### src/rtl/spare_seq_pkg.sv
package spare_seq_pkg;

    localparam int DEF_CYL_LAST  = 358;
    localparam int DEF_MOV_HEADS = 2;
    localparam int DEF_FIX_HEADS = 8;

    typedef enum logic [2:0] {
        SQ_IDLE,
        SQ_FIXED,
        SQ_MOVE,
        SQ_FOUND,
        SQ_EXHAUST
    } seq_state_e;

    // Number of distinct head codes the output has to carry.
    function automatic int head_span(input int fix_heads, input int mov_heads);
        return (fix_heads > mov_heads + 1) ? fix_heads : mov_heads + 1;
    endfunction

    function automatic int width_for(input int n);
        return (n > 1) ? $clog2(n) : 1;
    endfunction

endpackage

### src/rtl/spare_cyl_fan.sv
// Next cylinder of the outward fan-out around a centre cylinder.
// minus_last_i = 1 means the previous cylinder was centre-dist (or the centre).
module spare_cyl_fan #(
    parameter int CYL_W    = 9,
    parameter int CYL_LAST = 358
) (
    input  logic [CYL_W-1:0] center_i,
    input  logic [CYL_W-1:0] dist_i,
    input  logic             minus_last_i,
    output logic [CYL_W-1:0] cyl_o,
    output logic [CYL_W-1:0] dist_o,
    output logic             minus_o,
    output logic             done_o
);
    localparam int EXT_W = CYL_W + 1;
    localparam logic [EXT_W-1:0] LAST_X = EXT_W'(CYL_LAST);

    logic [CYL_W-1:0] dist_up;
    logic [EXT_W-1:0] up_x;
    logic             up_ok, dn_same_ok, dn_next_ok;

    assign dist_up    = dist_i + 1'b1;
    assign up_x       = {1'b0, center_i} + {1'b0, dist_up};
    assign up_ok      = (up_x <= LAST_X);
    assign dn_same_ok = (center_i >= dist_i);
    assign dn_next_ok = (center_i >= dist_up);

    always_comb begin
        cyl_o   = center_i;
        dist_o  = dist_i;
        minus_o = minus_last_i;
        done_o  = 1'b0;
        if (!minus_last_i && dn_same_ok) begin
            cyl_o   = center_i - dist_i;
            minus_o = 1'b1;
        end else if (up_ok) begin
            cyl_o   = center_i + dist_up;
            dist_o  = dist_up;
            minus_o = 1'b0;
        end else if (minus_last_i && dn_next_ok) begin
            cyl_o   = center_i - dist_up;
            dist_o  = dist_up;
            minus_o = 1'b1;
        end else begin
            done_o  = 1'b1;
        end
    end
endmodule

### src/rtl/spare_head_step.sv
// Ascending head walk within one cylinder or within the fixed-head set.
module spare_head_step #(
    parameter int HEAD_W = 3
) (
    input  logic [HEAD_W-1:0] head_i,
    input  logic [HEAD_W-1:0] last_i,
    output logic              at_last_o,
    output logic [HEAD_W-1:0] head_o
);
    assign at_last_o = (head_i == last_i);
    assign head_o    = head_i + 1'b1;
endmodule

### src/rtl/spare_probe_seq.sv
module spare_probe_seq
    import spare_seq_pkg::*;
#(
    parameter int CYL_LAST  = DEF_CYL_LAST,
    parameter int MOV_HEADS = DEF_MOV_HEADS,
    parameter int FIX_HEADS = DEF_FIX_HEADS,
    localparam int CYL_W    = width_for(CYL_LAST + 1),
    localparam int HEAD_W   = width_for(head_span(FIX_HEADS, MOV_HEADS))
) (
    input  logic              clk,
    input  logic              rst,
    input  logic              start_i,
    input  logic              fixed_mode_i,
    input  logic [CYL_W-1:0]  start_cyl_i,
    input  logic              next_i,
    input  logic              hit_i,
    output logic              probe_valid_o,
    output logic [CYL_W-1:0]  probe_cyl_o,
    output logic [HEAD_W-1:0] probe_head_o,
    output logic              probe_fixed_o,
    output logic              found_o,
    output logic              exhausted_o
);
    localparam logic [CYL_W-1:0]  LAST_CYL  = CYL_W'(CYL_LAST);
    localparam logic [HEAD_W-1:0] FIX_LAST  = HEAD_W'(FIX_HEADS - 1);
    localparam logic [HEAD_W-1:0] MOV_LAST0 = HEAD_W'(MOV_HEADS - 1);

    seq_state_e        state_q;
    logic              valid_q, fixed_q, minus_q, base_q;
    logic [CYL_W-1:0]  cyl_q, center_q, dist_q;
    logic [HEAD_W-1:0] head_q;

    logic [CYL_W-1:0]  start_cyl;
    logic [CYL_W-1:0]  fan_cyl, fan_dist;
    logic              fan_minus, fan_done;
    logic [HEAD_W-1:0] head_last, head_inc, head_base;
    logic              head_wrap;

    assign start_cyl = (start_cyl_i > LAST_CYL) ? LAST_CYL : start_cyl_i;
    assign head_base = {{(HEAD_W-1){1'b0}}, base_q};
    assign head_last = (state_q == SQ_FIXED) ? FIX_LAST : (MOV_LAST0 + head_base);

    spare_cyl_fan #(
        .CYL_W    (CYL_W),
        .CYL_LAST (CYL_LAST)
    ) u_fan (
        .center_i     (center_q),
        .dist_i       (dist_q),
        .minus_last_i (minus_q),
        .cyl_o        (fan_cyl),
        .dist_o       (fan_dist),
        .minus_o      (fan_minus),
        .done_o       (fan_done)
    );

    spare_head_step #(
        .HEAD_W (HEAD_W)
    ) u_head (
        .head_i    (head_q),
        .last_i    (head_last),
        .at_last_o (head_wrap),
        .head_o    (head_inc)
    );

    always_ff @(posedge clk) begin
        if (rst) begin
            state_q  <= SQ_IDLE;
            valid_q  <= 1'b0;
            fixed_q  <= 1'b0;
            minus_q  <= 1'b1;
            base_q   <= 1'b0;
            cyl_q    <= '0;
            center_q <= '0;
            dist_q   <= '0;
            head_q   <= '0;
        end else if (start_i) begin
            state_q  <= fixed_mode_i ? SQ_FIXED : SQ_MOVE;
            valid_q  <= 1'b0;
            fixed_q  <= fixed_mode_i;
            minus_q  <= 1'b1;
            base_q   <= 1'b0;
            center_q <= start_cyl;
            cyl_q    <= fixed_mode_i ? '0 : start_cyl;
            dist_q   <= '0;
            head_q   <= '0;
        end else if (next_i && (state_q == SQ_FIXED || state_q == SQ_MOVE)) begin
            if (!valid_q) begin
                valid_q <= 1'b1;
            end else if (hit_i) begin
                state_q <= SQ_FOUND;
            end else if (!head_wrap) begin
                head_q <= head_inc;
            end else if (state_q == SQ_FIXED) begin
                // Fixed heads used up: fall back to cylinder 0, movable heads from 1.
                state_q  <= SQ_MOVE;
                fixed_q  <= 1'b0;
                base_q   <= 1'b1;
                center_q <= '0;
                cyl_q    <= '0;
                dist_q   <= '0;
                minus_q  <= 1'b1;
                head_q   <= HEAD_W'(1);
            end else if (fan_done) begin
                state_q <= SQ_EXHAUST;
                valid_q <= 1'b0;
            end else begin
                cyl_q   <= fan_cyl;
                dist_q  <= fan_dist;
                minus_q <= fan_minus;
                head_q  <= head_base;
            end
        end
    end

    assign probe_valid_o = valid_q;
    assign probe_cyl_o   = cyl_q;
    assign probe_head_o  = head_q;
    assign probe_fixed_o = fixed_q;
    assign found_o       = (state_q == SQ_FOUND);
    assign exhausted_o   = (state_q == SQ_EXHAUST);
endmodule

### config.mk
export PLATFORM = sky130hd
export DESIGN_NAME = spare_probe_seq
export DESIGN_NICKNAME = d
export VERILOG_FILES = /design/src/rtl/spare_seq_pkg.sv /design/src/rtl/spare_cyl_fan.sv /design/src/rtl/spare_head_step.sv /design/src/rtl/spare_probe_seq.sv
export SDC_FILE = /design/constraint.sdc
export NUM_CORES = 1
export LEC_CHECK = 0
export BUFFER_PORTS_ARGS = -buffer_cell sky130_fd_sc_hd__buf_2
export CORE_MARGIN = 2
export CORE_UTILIZATION = 25
export CTS_CLUSTER_SIZE = 16
export DETAILED_ROUTE_END_ITERATION = 7
export PLACE_DENSITY = 0.48
export REMOVE_ABC_BUFFERS = 1
export SYNTH_ARGS = -nofsm -noshare
export SYNTH_HDL_FRONTEND = slang
export SYNTH_SLANG_ARGS = --single-unit
### constraint.sdc
create_clock -name clk -period 4.6 [get_ports clk]
set_input_delay 0.92 -clock clk [delete_from_list [all_inputs] [get_ports clk]]
set_output_delay 0.92 -clock clk [all_outputs]
set_load 0.02 [all_outputs]
==> results.cfg <==
[sta]
skew_ns = 0.00521
hold_viol = 0
relSlewSlack_pct = 42.8
slew_violations = 0
min_period_ns = 4.15
layout_setup_ws_ns = 0.453
setup_viol = 0
max_freq_mhz = 241
tightestPinTransition_ns = 0.855
rsz0062_at_grt = false
timing.final.crit_share_pct = 90.1
setup_tns_ns = 0

[die]
dieArea_mm2 = 0.0151
core_mm2 = 0.0138
ioPinCount = 31
rows = 43
die-width_um = 123
die_h_um = 123
start_util_pct = 25.6

[finish]
utilization_pct = 28.9
fin_cells = 645
area_delta_synth_final_pct = 13.2
drive_above_1_share_pct = 14.0
fin_nets = 513
stdcell_area_mm2 = 0.00400
antennaDiodeCount = 0

[clock_network]
clk_latency_ns = 0.28
clk_pin_slew_ns = 0.06
cts_sinks = 37
cts_buffer_depth = 2
cts_tree = built
htreeDepth = 2
cts_made_buffers = 5
root_buffer = clkbuf_16
cts_setup_buffers = 0

[synth]
syn_area_per_cell_um2 = 8.09
ys_ff_latch = 37
ys_warn_count = 0
postSynthCellCount = 437
ys_seq_area_share_pct = 21.0
syn_area_mm2 = 0.00353
synth_edf_count = 0
async_flop_share_pct = 0
synth_flop_cell = dfxtp_1
yosysUniqueCellTypes = 70

[grt]
antenna_found_initial = 0
grt_max_degree = 26
grt_pass1_wl_um = 17600
grt_pass1_vias = 3319
overflow = 0
grt_usage_pct = 15.0

[drt]
wirelength_um = 10700
first_iter_violations = 210
drc_errors = 0
routed-via-count = 3294
ant_nets = 0
firstDrtPassIters = 5
vias_per_cell = 5.11
wire_per_inst_um = 16.6

[run_status]
status = complete, no violations

[worst_setup_path]
critPathRequiredTime_ns = 4.80
r2r-end = dist_q[6]$_SDFFE_PP0P_
endpoint = dist_q[6]$_SDFFE_PP0P_
path_cells = ha_1 -> nand3_1 -> nor3_1 -> xnor2_1 -> ha_1 -> inv_1 -> o31ai_1 -> nor3_1 -> mux2i_2 -> o211ai_1 -> a21oi_1 -> nor2_1 -> a221oi_2
cp-start-kind = flop
critPathMaxFanout = 9
startpoint = dist_q[0]$_SDFFE_PP0P_
end_kind = flop
reg2reg_slack_ns = 0.45
crit_type = flop to flop
reg2reg_depth = 13
cp.arrival_ns = 4.35
slowest_delay_ns = 0.56
regToRegStartpoint = dist_q[0]$_SDFFE_PP0P_
slowest_stage = a21oi_1

[place]
dp_hpwl_um = 8570
dpl-instance-area_mm2 = 0.00386
portBuffers = 30
gp_congestion = 0.861
dp_cells = 637
dp_slack_ns = 0.425

[power]
vdd_ir_drop_max_uv = 105
p_leak_nw = 1.60
p_per_area_mw_per_mm2 = 234

[min_path]
hp-class = flop to flop

[job]
max-cap-violations = 0
-- state kept, by name, indices dropped and copies added, names as in the netlist --
signal,cells
probe_fixed_o,1
minus_q,1
probe_head_o,3
dist_q,9
base_q,1
probe_cyl_o,9
state_q,3
center_q,9
probe_valid_o,1
-- cell families after synthesis --
group,after synthesis,share of synthesized area [%]
AOI/OAI and AO/OA,142,30.1
xor gates and xnor gates,29,7.19
adders and majority gates,34,12.7
buffers and inverters,51,6.66
DFF,37,21.0
muxes,9,2.73
and+or+nand+nor,135,19.7
-- stage by stage --
step                      total power [mW]  hold WS, ns
final                                0.935        0.487
after global routing                 0.990        0.523
after CTS                            0.944        0.487
after detailed placement             0.603        0.476
after global placement               0.603        0.460
after floorplan                      0.522        0.450
-- cell type report --
type                    instances  area (um^2)
clock buffers                   5          125
clock inverters                 3         17.5
fillers                      1507         9830
inverters                      33          124
multi-input cells             349         2560
flip-flops and latches         37          741
well taps                     180          225
repair buffers                 38          210
-- how the worst min path moves through the flow --
stage,end,startpoint,cells past startpoint,slack [ns]
2_1_floorplan,dist_q[4]$_SDFFE_PP0P_,dist_q[4]$_SDFFE_PP0P_,2,0.45
3_3_place_gp,dist_q[8]$_SDFFE_PP0P_,dist_q[8]$_SDFFE_PP0P_,2,0.46
3_5_place_dp,dist_q[8]$_SDFFE_PP0P_,dist_q[8]$_SDFFE_PP0P_,2,0.48
4_1_cts,dist_q[8]$_SDFFE_PP0P_,dist_q[8]$_SDFFE_PP0P_,2,0.49
5_1_grt,dist_q[8]$_SDFFE_PP0P_,dist_q[8]$_SDFFE_PP0P_,2,0.52
6_report,dist_q[8]$_SDFFE_PP0P_,dist_q[8]$_SDFFE_PP0P_,2,0.49
-- cell usage after synthesis (all sizes together), types with 3 or more instances --
master	number	area, um^2
nand2	14	52.6
o211a	3	30.0
nor2b	6	37.5
a21o	7	52.6
nor3	12	71.3
inv	33	124
and2	3	18.8
o21ai	21	105
a22oi	13	97.6
xor2	5	43.8
o31ai	5	37.5
nand4	9	56.3
nand3	13	65.1
clkbuf	8	30.0
o21a	3	22.5
o21bai	6	45.0
a41oi	3	52.6
nor3b	4	35.0
dfxtp	37	741
mux2i	7	73.8
a221oi	5	80.1
fa	3	60.1
ha	31	388
nand3b	3	22.5
nor2	48	183
a21oi	33	180
nand2b	12	75.1
a31oi	5	31.3
o211ai	5	37.5
buf	10	81.3
xnor2	24	210
a311oi	9	85.1
a211oi	9	72.6
-- what timing repair did --
item | 4_1_cts | 5_1_grt
gates resized for setup | 0 | 1
setup endpoints to repair | 0 | 7
hold buffers | 0 | 0
-- metal layers --
metal | GRT usage, % | part of all wire [%]
met4 | 5.10 | 2.0
met3 | 2.74 | 4.5
met1 | 20.2 | 48
met5 | 0 | 0
met2 | 24.0 | 46
-- power by group --
part / leakage (nW) / internal [mW] / total, mW / switching [mW]
Sequential: 0.302 / 0.333 / 0.346 / 0.0134
Combinational: 1.22 / 0.101 / 0.253 / 0.152
Clock: 0.0696 / 0.199 / 0.336 / 0.138
Total: 1.60 / 0.632 / 0.935 / 0.303
-- cells in the final DEF, fill, tap and decap left out, types with 3 or more instances in the layout --
cell,Yosys,final
nor3_1,11,11
o211a_1,3,3
fa_1,3,3
dfxtp_1,37,37
o31ai_1,5,5
and2_1,3,3
o21bai_1,6,6
nor2_1,47,47
o211ai_1,5,5
inv_1,33,33
nand4_1,9,9
a221oi_2,3,3
clkbuf_16,0,5
a211oi_1,8,8
nor3b_1,3,3
nand2_1,14,14
a22oi_1,13,13
a21o_1,7,7
xor2_1,5,5
nand2b_1,12,12
a21oi_1,31,31
buf_4,3,8
ha_1,31,31
nand3b_1,3,3
nand3_1,13,13
buf_2,2,30
a31oi_1,5,5
nor2b_1,6,6
xnor2_1,24,24
mux2i_1,6,6
a311oi_1,8,8
o21ai_0,21,21
-- critical path: cells and delay by family, from the launching register on --
family,cells,cell delay (ns)
DFF,1,0.41
adders and majority gates,2,0.72
AOI/OAI and AO/OA,4,1.59
xor gates and xnor gates,1,0.15
and+or+nand+nor,4,0.82
muxes,1,0.25
buffers and inverters,1,0.15
No activity file was read; power rests on OpenSTA's default activity.
